<file path="src/rtl/md5_pkg.sv">
package md5_pkg;

    localparam int WORD_W      = 32;
    localparam int BLOCK_WORDS = 16;
    localparam int STEPS       = 64;
    localparam int STEP_W      = $clog2(STEPS);
    localparam int IDX_W       = $clog2(BLOCK_WORDS);
    localparam int TAIL_CYCLES = STEPS - BLOCK_WORDS + 1;

    typedef logic [WORD_W-1:0] word_t;
    typedef logic [STEP_W-1:0] step_t;
    typedef logic [IDX_W-1:0]  idx_t;

    typedef struct packed {
        word_t a;
        word_t b;
        word_t c;
        word_t d;
    } state_t;

    typedef enum logic [1:0] {
        PH_LOAD = 2'd0,
        PH_CALC = 2'd1,
        PH_ADD  = 2'd2
    } phase_t;

    localparam state_t INIT_STATE = '{
        a: 32'h67452301,
        b: 32'hEFCDAB89,
        c: 32'h98BADCFE,
        d: 32'h10325476
    };

    // additive constant of each step
    function automatic word_t step_const(input step_t s);
        case (s)
            6'd0:  return 32'hd76aa478; 6'd1:  return 32'he8c7b756;
            6'd2:  return 32'h242070db; 6'd3:  return 32'hc1bdceee;
            6'd4:  return 32'hf57c0faf; 6'd5:  return 32'h4787c62a;
            6'd6:  return 32'ha8304613; 6'd7:  return 32'hfd469501;
            6'd8:  return 32'h698098d8; 6'd9:  return 32'h8b44f7af;
            6'd10: return 32'hffff5bb1; 6'd11: return 32'h895cd7be;
            6'd12: return 32'h6b901122; 6'd13: return 32'hfd987193;
            6'd14: return 32'ha679438e; 6'd15: return 32'h49b40821;
            6'd16: return 32'hf61e2562; 6'd17: return 32'hc040b340;
            6'd18: return 32'h265e5a51; 6'd19: return 32'he9b6c7aa;
            6'd20: return 32'hd62f105d; 6'd21: return 32'h02441453;
            6'd22: return 32'hd8a1e681; 6'd23: return 32'he7d3fbc8;
            6'd24: return 32'h21e1cde6; 6'd25: return 32'hc33707d6;
            6'd26: return 32'hf4d50d87; 6'd27: return 32'h455a14ed;
            6'd28: return 32'ha9e3e905; 6'd29: return 32'hfcefa3f8;
            6'd30: return 32'h676f02d9; 6'd31: return 32'h8d2a4c8a;
            6'd32: return 32'hfffa3942; 6'd33: return 32'h8771f681;
            6'd34: return 32'h6d9d6122; 6'd35: return 32'hfde5380c;
            6'd36: return 32'ha4beea44; 6'd37: return 32'h4bdecfa9;
            6'd38: return 32'hf6bb4b60; 6'd39: return 32'hbebfbc70;
            6'd40: return 32'h289b7ec6; 6'd41: return 32'heaa127fa;
            6'd42: return 32'hd4ef3085; 6'd43: return 32'h04881d05;
            6'd44: return 32'hd9d4d039; 6'd45: return 32'he6db99e5;
            6'd46: return 32'h1fa27cf8; 6'd47: return 32'hc4ac5665;
            6'd48: return 32'hf4292244; 6'd49: return 32'h432aff97;
            6'd50: return 32'hab9423a7; 6'd51: return 32'hfc93a039;
            6'd52: return 32'h655b59c3; 6'd53: return 32'h8f0ccc92;
            6'd54: return 32'hffeff47d; 6'd55: return 32'h85845dd1;
            6'd56: return 32'h6fa87e4f; 6'd57: return 32'hfe2ce6e0;
            6'd58: return 32'ha3014314; 6'd59: return 32'h4e0811a1;
            6'd60: return 32'hf7537e82; 6'd61: return 32'hbd3af235;
            6'd62: return 32'h2ad7d2bb; default: return 32'heb86d391;
        endcase
    endfunction

    // left-rotate distance: round in s[5:4], position in round modulo 4
    function automatic logic [4:0] rot_amt(input step_t s);
        case ({s[5:4], s[1:0]})
            4'h0: return 5'd7;  4'h1: return 5'd12; 4'h2: return 5'd17; 4'h3: return 5'd22;
            4'h4: return 5'd5;  4'h5: return 5'd9;  4'h6: return 5'd14; 4'h7: return 5'd20;
            4'h8: return 5'd4;  4'h9: return 5'd11; 4'hA: return 5'd16; 4'hB: return 5'd23;
            4'hC: return 5'd6;  4'hD: return 5'd10; 4'hE: return 5'd15; default: return 5'd21;
        endcase
    endfunction

    // which buffered word a step consumes
    function automatic idx_t msg_index(input step_t s);
        idx_t i;
        i = s[IDX_W-1:0];
        case (s[5:4])
            2'd0:    return i;
            2'd1:    return idx_t'(i * 4'd5 + 4'd1);
            2'd2:    return idx_t'(i * 4'd3 + 4'd5);
            default: return idx_t'(i * 4'd7);
        endcase
    endfunction

    function automatic word_t rotl(input word_t x, input logic [4:0] n);
        logic [2*WORD_W-1:0] t;
        t = {x, x} << n;
        return t[2*WORD_W-1:WORD_W];
    endfunction

    function automatic word_t mix(input logic [1:0] rnd, input word_t b,
                                  input word_t c, input word_t d);
        case (rnd)
            2'd0:    return (b & c) | (~b & d);
            2'd1:    return (b & d) | (c & ~d);
            2'd2:    return b ^ c ^ d;
            default: return c ^ (b | ~d);
        endcase
    endfunction

    function automatic state_t step_apply(input state_t s, input step_t k, input word_t m);
        word_t  sum;
        state_t o;
        sum = s.a + mix(k[5:4], s.b, s.c, s.d) + step_const(k) + m;
        o.a = s.d;
        o.b = s.b + rotl(sum, rot_amt(k));
        o.c = s.b;
        o.d = s.c;
        return o;
    endfunction

    function automatic state_t state_add(input state_t x, input state_t y);
        state_t o;
        o.a = x.a + y.a;
        o.b = x.b + y.b;
        o.c = x.c + y.c;
        o.d = x.d + y.d;
        return o;
    endfunction

endpackage

</file>
<file path="src/rtl/md5_sequencer.sv">
module md5_sequencer
    import md5_pkg::*;
(
    input  logic  clk,
    input  logic  rst,
    input  logic  start,
    input  logic  ack,
    input  logic  last_in,
    output logic  req,
    output logic  fire,
    output logic  do_add,
    output logic  blk_final,
    output step_t step
);

    phase_t phase;
    logic   fin_q;

    always_ff @(posedge clk) begin
        if (rst || start) begin
            phase <= PH_LOAD;
            step  <= '0;
            fin_q <= 1'b0;
        end else begin
            case (phase)
                PH_LOAD: begin
                    if (ack) begin
                        step <= step + 1'b1;
                        if (step == step_t'(BLOCK_WORDS - 1)) begin
                            phase <= PH_CALC;
                            fin_q <= last_in;
                        end
                    end
                end
                PH_CALC: begin
                    step <= step + 1'b1;
                    if (step == step_t'(STEPS - 1)) phase <= PH_ADD;
                end
                PH_ADD:  phase <= PH_LOAD;
                default: phase <= PH_LOAD;
            endcase
        end
    end

    assign req       = (phase == PH_LOAD);
    assign fire      = (req && ack) || (phase == PH_CALC);
    assign do_add    = (phase == PH_ADD);
    assign blk_final = fin_q;

endmodule

</file>
<file path="src/rtl/md5_msgbuf.sv">
module md5_msgbuf
    import md5_pkg::*;
(
    input  logic  clk,
    input  logic  wr_en,
    input  idx_t  wr_idx,
    input  word_t wr_data,
    input  idx_t  rd_idx,
    output word_t rd_data
);

    word_t mem [BLOCK_WORDS];

    always_ff @(posedge clk) begin
        if (wr_en) mem[wr_idx] <= wr_data;
    end

    assign rd_data = mem[rd_idx];

endmodule

</file>
<file path="src/rtl/md5_round.sv">
module md5_round
    import md5_pkg::*;
(
    input  state_t cur,
    input  step_t  step,
    input  word_t  msg,
    output state_t nxt
);

    always_comb begin
        nxt = step_apply(cur, step, msg);
    end

endmodule

</file>
<file path="src/rtl/md5_state.sv">
module md5_state
    import md5_pkg::*;
(
    input  logic   clk,
    input  logic   rst,
    input  logic   start,
    input  logic   fire,
    input  logic   do_add,
    input  logic   blk_final,
    input  state_t step_out,
    output state_t work,
    output state_t chain,
    output logic   ready
);

    state_t folded;

    assign folded = state_add(chain, work);

    always_ff @(posedge clk) begin
        if (rst || start) begin
            work  <= INIT_STATE;
            chain <= INIT_STATE;
            ready <= 1'b0;
        end else if (do_add) begin
            work  <= folded;
            chain <= folded;
            ready <= ready | blk_final;
        end else if (fire) begin
            work  <= step_out;
        end
    end

endmodule

</file>
<file path="src/rtl/md5_engine.sv">
module md5_engine
    import md5_pkg::*;
(
    input  logic        clk,
    input  logic        rst,
    input  logic        start,
    input  logic        ack,
    input  logic [31:0] din,
    input  logic        blk_last,
    output logic        req,
    output logic        ready,
    output logic [31:0] dig_a,
    output logic [31:0] dig_b,
    output logic [31:0] dig_c,
    output logic [31:0] dig_d
);

    logic   fire;
    logic   do_add;
    logic   blk_final;
    step_t  step;
    word_t  buf_word;
    word_t  msg;
    state_t work;
    state_t chain;
    state_t step_out;

    md5_sequencer u_seq (
        .clk       (clk),
        .rst       (rst),
        .start     (start),
        .ack       (ack),
        .last_in   (blk_last),
        .req       (req),
        .fire      (fire),
        .do_add    (do_add),
        .blk_final (blk_final),
        .step      (step)
    );

    md5_msgbuf u_buf (
        .clk     (clk),
        .wr_en   (req && ack),
        .wr_idx  (step[IDX_W-1:0]),
        .wr_data (din),
        .rd_idx  (msg_index(step)),
        .rd_data (buf_word)
    );

    // round-1 steps consume the word being accepted
    assign msg = req ? din : buf_word;

    md5_round u_round (
        .cur  (work),
        .step (step),
        .msg  (msg),
        .nxt  (step_out)
    );

    md5_state u_state (
        .clk       (clk),
        .rst       (rst),
        .start     (start),
        .fire      (fire),
        .do_add    (do_add),
        .blk_final (blk_final),
        .step_out  (step_out),
        .work      (work),
        .chain     (chain),
        .ready     (ready)
    );

    assign dig_a = chain.a;
    assign dig_b = chain.b;
    assign dig_c = chain.c;
    assign dig_d = chain.d;

endmodule

</file>
<file path="config.mk">
export PLATFORM = sky130hd
export DESIGN_NAME = md5_engine
export DESIGN_NICKNAME = d
export VERILOG_FILES = /design/src/rtl/md5_pkg.sv /design/src/rtl/md5_sequencer.sv /design/src/rtl/md5_msgbuf.sv /design/src/rtl/md5_round.sv /design/src/rtl/md5_state.sv /design/src/rtl/md5_engine.sv
export SDC_FILE = /design/constraint.sdc
export NUM_CORES = 2
export LEC_CHECK = 0
export CORE_ASPECT_RATIO = 0.7
export CORE_UTILIZATION = 50
export DETAILED_ROUTE_END_ITERATION = 6
export PLACE_DENSITY = 0.67
export SETUP_SLACK_MARGIN = 0.02
export SYNTH_ARGS = -nofsm -noshare
export SYNTH_HDL_FRONTEND = slang
export SYNTH_SLANG_ARGS = --single-unit
</file>
<file path="constraint.sdc">
create_clock -name clk -period 26.6 [get_ports clk]
set_input_delay 5.32 -clock clk [delete_from_list [all_inputs] [get_ports clk]]
set_output_delay 5.32 -clock clk [all_outputs]
set_load 0.02 [all_outputs]
</file>
======== After elaboration in Yosys (flattened, before gate mapping) ========
Memory sizes are Yosys's and may differ from the RTL's. A register that Yosys moved wholly into a read port is not among the register bits.
Index checks and enable logic that the tools add are counted.
word-level totals
  memories ................................ 3
  input bits .............................. 37
  output and inout port bits .............. 130
  memory bits (read-only) ................. 2,128
  word-level logic and storage cells ...... 79
  flip-flop bits (word level) ............. 266
  RAM bits ................................ 512
cells by class
  reduce and logical (&&, ||, !) cells .... 10
  multiply operators ...................... 3
  mux-type cells .......................... 17
  eq/ne operators ......................... 9
  shifts and indexed selects .............. 1
  bitwise operators ....................... 13
  add/subtract/negate cells ............... 11
memory list
  name             words  width  rd ports  clocked after Yosys merged registers in  wr ports  line              text
  (no name shown)  64     32     1         1                                        0         md5_pkg.sv:36     case (s)
  u_buf.mem        16     32     1         0                                        1         md5_msgbuf.sv:12  word_t mem [BLOCK_WORDS];
  (no name shown)  16     5      1         1                                        0         md5_pkg.sv:74     case ({s[5:4], s[1:0]})
operators by type and width
  operator                                                                number
  32-bit adder                                                            8
  128-bit two-way mux                                                     2
  32-bit bitwise AND                                                      4
  32-bit bitwise OR                                                       3
  32-bit case mux with 3 select lines                                     1
  32-bit bitwise XOR                                                      3
  32-bit NOT                                                              2
  64-bit by 5-bit << shifter with 64-bit output                           1
  32-bit two-way mux                                                      1
  6-bit two-way mux                                                       3
  4-bit case mux with 3 select lines                                      1
  6-bit case mux with 2 select lines                                      1
  4-bit by 3-bit multiplier with 4-bit output (second input constant)     2
  4-bit two-way mux                                                       2
  6-bit by 1-bit adder with 6-bit output (second input constant)          1
  6-bit by 4-bit equality test with 1-bit output (second input constant)  1
  6-bit equality test (second input constant)                             1
  2-bit two-way mux                                                       3
  3-bit AND reduction                                                     2
  4-bit by 1-bit adder with 4-bit output (second input constant)          1
  4-bit by 3-bit adder with 4-bit output (second input constant)          1
  2-bit by 1-bit equality test with 1-bit output (second input constant)  2
  2-bit equality test (second input constant)                             2
  2-bit zero test                                                         2
  other kinds (10)                                                        14

======== Logic depth before layout (Yosys ltp) ========
  depth after elaboration ................. 11
  mapped depth ............................ 49
  gate-level depth less buffers ........... 48

======== By module ========
Synthesis repeated with hierarchy kept, for this count alone.
unflattened totals
  cell total of the unflattened synthesis .. 4,750
  area, all modules ....................... 48,954.5 µm²
modules (own cells, without submodules)
  module         instances  area each (µm²)  cells an instance  seq. area each (µm²)
  md5_msgbuf     1          19,194.7         806                15,374.7
  md5_state      1          15,951.5         1,932              5,144.9
  md5_round      1          12,669.7         1,891              0.0
  md5_engine     1          719.4            72                 0.0
  md5_sequencer  1          419.2            49                 180.2

======== Worst setup path before layout ========
Ideal clock, no wire load.
  path type ............................... in2reg
  start ................................... input din[6]
  end ..................................... register u_state.work[94] (netlist name)
  data required time ...................... 26.466 ns
  setup time .............................. 0.134 ns
  cell stages on the path ................. 34
  path buffers ............................ 0
  arrival time ............................ 12.732 ns
  setup slack ............................. 13.735 ns
  cell sequence ........................... a21o_1 -> fa_1 -> inv_1 -> fa_1 -> inv_1 -> ha_1 -> a21o_1 -> or3_1 -> o2111ai_2 -> nand3b_2 -> a31o_1 -> a211o_1 -> o31ai_2 -> xnor3_1 -> mux4_2 -> nand2_1 -> o21ai_0 -> o21ai_0 -> mux2i_1 -> ha_1 -> a21o_1 -> a21oi_1 -> o211ai_1 -> a41oi_1 -> o21a_1 -> or3b_2 -> a21oi_1 -> a21oi_1 -> a2111oi_0 -> o21ai_0 -> a21bo_2 -> a21oi_1 -> xnor2_1 -> o211ai_1
between the ends
  word-level cells in the longest chain between the ends .. 6
RTL lines
  item                                           line              text
  start, declared                                md5_engine.sv:8   input logic [31:0] din,
  32-bit two-way mux                             md5_engine.sv:51  assign msg = req ? din : buf_word;
  32-bit adder                                   md5_pkg.sv:113    sum = s.a + mix(k[5:4], s.b, s.c, s.d) + step_const(k) + m;
  64-bit by 5-bit << shifter with 64-bit output  md5_pkg.sv:96     t = {x, x} << n;
  32-bit adder                                   md5_pkg.sv:115    o.b = s.b + rotl(sum, rot_amt(k));
  128-bit two-way mux                            md5_state.sv:29   end else if (fire) begin
  128-bit two-way mux                            md5_state.sv:25   end else if (do_add) begin
No other way between the ends. The select of a mux whose other input is x is not followed.
A chain may end at the register's enable or synchronous reset.

======== Worst setup path in the final report ========
  start ................................... input din[16]
  end ..................................... register u_state.work[95] (netlist name)
between the ends
  word-level cells in the longest chain between the ends .. 6
RTL lines
  item                                           line
  32-bit two-way mux                             md5_engine.sv:51
  32-bit adder                                   md5_pkg.sv:113
  64-bit by 5-bit << shifter with 64-bit output  md5_pkg.sv:96
  32-bit adder                                   md5_pkg.sv:115
  128-bit two-way mux                            md5_state.sv:29
  128-bit two-way mux                            md5_state.sv:25
No other way between the ends. The select of a mux whose other input is x is not followed.

==> flow_metrics.py <==
metrics = {
    "route": {
        "dr.pass1.iters": 6,
        "via_per_inst": 6.210,
        "vias": 40275,
        "drc": 0,
        "post_drt_wl_per_cell_um": 24.45,
        "ant_nets": 0,
        "drt-initial-drc-count": 5178,
        "drt_wl_total_um": 158500,
    },
    "synthesis": {
        "avgSynthCellArea_um2": 9.460,
        "synth_top_area_cell": "edfxtp_1",
        "synthTopCellsByArea": "edfxtp_1, dfxtp_1, ha_1",
        "synthCells": 5143,
        "synth_ff_type": "edfxtp_1",
        "synth_top_area_share_pct": 31.60,
        "synth_warnings": 0,
        "ys_ff_latch": 815,
        "synth_area_um2": 48650,
        "ys_seq_area_share_pct": 44.07,
        "synthesis.nets": 5464,
        "synth_cell_types": 83,
        "synth-edff-count": 512,
        "async_reset_ff_share_pct": 0,
    },
    "worst_setup_path": {
        "slowest_stage": "fa_1",
        "arrival_ns": 14.64,
        "startpoint": "din[16]",
        "reg2reg_slack_ns": 13.56,
        "crit_required_ns": 27.14,
        "setup.worst_path.class": "primary input to flip-flop",
        "cp-start-kind": "primary input",
        "worst-r2r-cell-count": 46,
        "cp_max_fo": 17,
        "crit_path_max_incr_delay_ns": 0.68,
        "end_kind": "flip-flop",
        "cp_common_cell": "o21ai_0",
        "r2r-start": "u_seq.step[0]$_SDFFE_PP0P_",
        "worstReg2RegEnd": "u_state.work[95]$_SDFFE_PP1P_",
    },
    "power_and_ir_drop": {
        "power.leakage_uw": 0.02109,
        "power_frac_seq_pct": 33.6,
        "ir_drop_mv": 0.06764,
        "powerDensity_nw_per_um2": 79.36,
        "p_sw_share_pct": 36.96,
        "pwr-share-clk_pct": 27.3,
        "p_int_uw": 2708,
        "power_frac_comb_pct": 39.2,
        "total_power_uw": 4296,
        "switching_power_uw": 1588,
    },
    "clocking": {
        "clock_sinks": 815,
        "ctsHoldBuffers": 0,
        "cts_buffers": 83,
        "clkTransAtPathRegs_ns": 0.06,
        "cts_setup_buffers": 0,
        "clkLatencyLatePin_ns": 0.69,
        "ctsResizeCount": 0,
        "cts_max_level": 3,
        "cts_tree": "done",
        "clock_tree.root_cell": "clkbuf_16",
        "cts_buffer_depth": 3,
    },
    "sta": {
        "whs_ns": 0.4624,
        "period_share_pct": 52.97,
        "tightest_slew_ns": 1.188,
        "setup_tns_ns": 0,
        "fmax_mhz": 70.97,
        "setup_violations": 0,
        "fin_crit_ns": 14.09,
        "slew_viol_final": 0,
        "maxSlewHeadroom_pct": 20.69,
        "grt_setup_unrepaired": "false",
        "finalHoldViolCount": 0,
        "clock_skew_ns": 0.04088,
    },
    "finish": {
        "drive_gt1_share_pct": 5.460,
        "nets": 5479,
        "syn_to_final_growth_pct": 11.25,
    },
    "run_status": {
        "status": "completed",
    },
    "floorplanning": {
        "ios": 167,
        "dieArea_um2": 98580,
        "die_h_um": 263.0,
        "core_um2": 96160,
        "start_util_pct": 50.60,
        "rows": 95,
        "chipWidth_um": 374.8,
    },
    "placement": {
        "port_buffers": 166,
        "dp_hpwl_um": 106700,
        "place_congestion": 1.013,
    },
    "grt": {
        "grt-ovfl-total": 0,
        "grt_max_degree": 145,
        "antenna_found_initial": 7,
        "grtUsageTotal_pct": 31.45,
        "grt_pass1_wl_um": 236000,
        "grt_pass1_vias": 36779,
    },
    "hold_path": {
        "min-delay-start": "u_state.chain[87]$_SDFFE_PP1P_",
        "whs_endpoint": "u_state.chain[87]$_SDFFE_PP1P_",
        "hold_depth": 2,
        "hold_path.class": "flip-flop to flip-flop",
    },
    "flow_run": {
        "max_cap_violations": 0,
    },
}
[power by group through the flow]
stage / sequential [uW] / clock, uW / combinational [uW]
floorplan: 1430 / 0 / 1220
global placement: 1460 / 0 / 1610
detailed placement: 1460 / 0 / 1630
CTS: 1440 / 1190 / 1640
global route: 1440 / 1230 / 1850
finish: 1440 / 1170 / 1680
[worst max-delay path, delay by kind of cell]
family	cells	cell delay, ns
compound gates	19	4.56
xor+xnor	1	0.33
fa+ha+maj	4	1.82
buf+inv	3	0.81
mux	4	1.15
simple gates	3	0.61
[stage by stage]
step	cell area, um2	utilization [%]	cells	setup WS, ns
2_1_floorplan	48650	-	5143	13.73
3_3_place_gp	51460	53.51	6334	12.20
3_5_place_dp	51460	53.51	6334	12.06
4_1_cts	54120	56.28	6481	12.71
5_1_grt	54120	56.28	6481	11.80
6_report	54130	56.29	6485	12.51
[cell families (layout without fill, tap and decap cells)]
group | after synthesis | count (layout) | synth area share, %
mux | 253 | 253 | 5.552
simple gates | 1489 | 1489 | 13.76
xor+xnor | 224 | 224 | 4.120
fa+ha+maj | 284 | 284 | 8.368
compound gates | 1536 | 1536 | 19.94
other cells | 0 | 4 | 0
buf+inv | 542 | 619 | 4.192
flops | 815 | 815 | 44.07
[layout by cell type, fill, tap and decap left out, types with 25 or more instances in the layout]
cell and count:
a31oi_1 81, xnor2_1 175, ha_1 215, buf_4 77
and3_1 42, o21a_1 60, o21ai_0 349, nand2_1 632
nand3_1 71, clkdlybuf4s50_1 166, nand2b_1 34, dfxtp_1 301
nor2b_1 148, nor2_1 365, a311oi_1 46, clkbuf_16 84
xor2_1 45, o211ai_1 43, a21o_1 102, a21oi_1 444
mux2i_1 220, a211oi_1 220, edfxtp_1 512, or3_1 25
fa_1 69, inv_1 220, nor3_1 69
[registers in the layout, indices dropped and copies added (netlist names), named ones only]
name	cells
u_buf.mem	512
u_state.chain	128
u_state.ready	1
u_seq.phase	2
u_state.work	128
u_seq.step	6
u_seq.blk_final	1
[cell usage after synthesis (46+ instances only)]
| cell | instances |
|---|---|
| nor2_1 | 370 |
| nor2b_1 | 149 |
| and3_1 | 57 |
| nor3_1 | 69 |
| a311oi_1 | 46 |
| xnor2_1 | 176 |
| o21a_1 | 60 |
| o21ai_0 | 349 |
| nand3_1 | 71 |
| mux2i_1 | 220 |
| dfxtp_1 | 303 |
| nand2_1 | 632 |
| a211oi_1 | 220 |
| clkbuf_1 | 272 |
| a31oi_1 | 81 |
| inv_1 | 220 |
| fa_1 | 69 |
| edfxtp_1 | 512 |
| ha_1 | 215 |
| a21o_1 | 102 |
| a21oi_1 | 444 |
[worst max path at each step]
| stage | to | slack (ns) | cells after the start |
|---|---|---|---|
| after floorplan | u_state.work[94]$_SDFFE_PP1P_ | 13.73 | 34 |
| after global placement | u_state.work[95]$_SDFFE_PP1P_ | 12.20 | 34 |
| after detailed placement | u_state.work[95]$_SDFFE_PP1P_ | 12.06 | 34 |
| after CTS | u_state.work[95]$_SDFFE_PP1P_ | 12.71 | 34 |
| after global routing | u_state.work[94]$_SDFFE_PP1P_ | 11.80 | 35 |
| final | u_state.work[95]$_SDFFE_PP1P_ | 12.51 | 34 |
[per-layer routing]
metal / up-vias / track usage [%] / wire length, um
met5: - / 0.6289 / 96
met4: 4 / 7.144 / 3576
met3: 242 / 8.062 / 17920
met2: 1971 / 43.84 / 64640
met1: 19332 / 48.26 / 72310
li1: 18726 / - / -
[layout make-up]
cell class / instances / area [um2]
antenna: 4 / 10.01
sequential: 815 / 21450
timing repair buffer: 246 / 2300
clock buffer: 108 / 2262
fill: 8387 / 42030
inverter: 226 / 848.3
clock inverter: 39 / 399.1
tap: 1261 / 1578
multi-input combinational: 3786 / 25280
No activity file was read; power rests on OpenSTA's default activity.
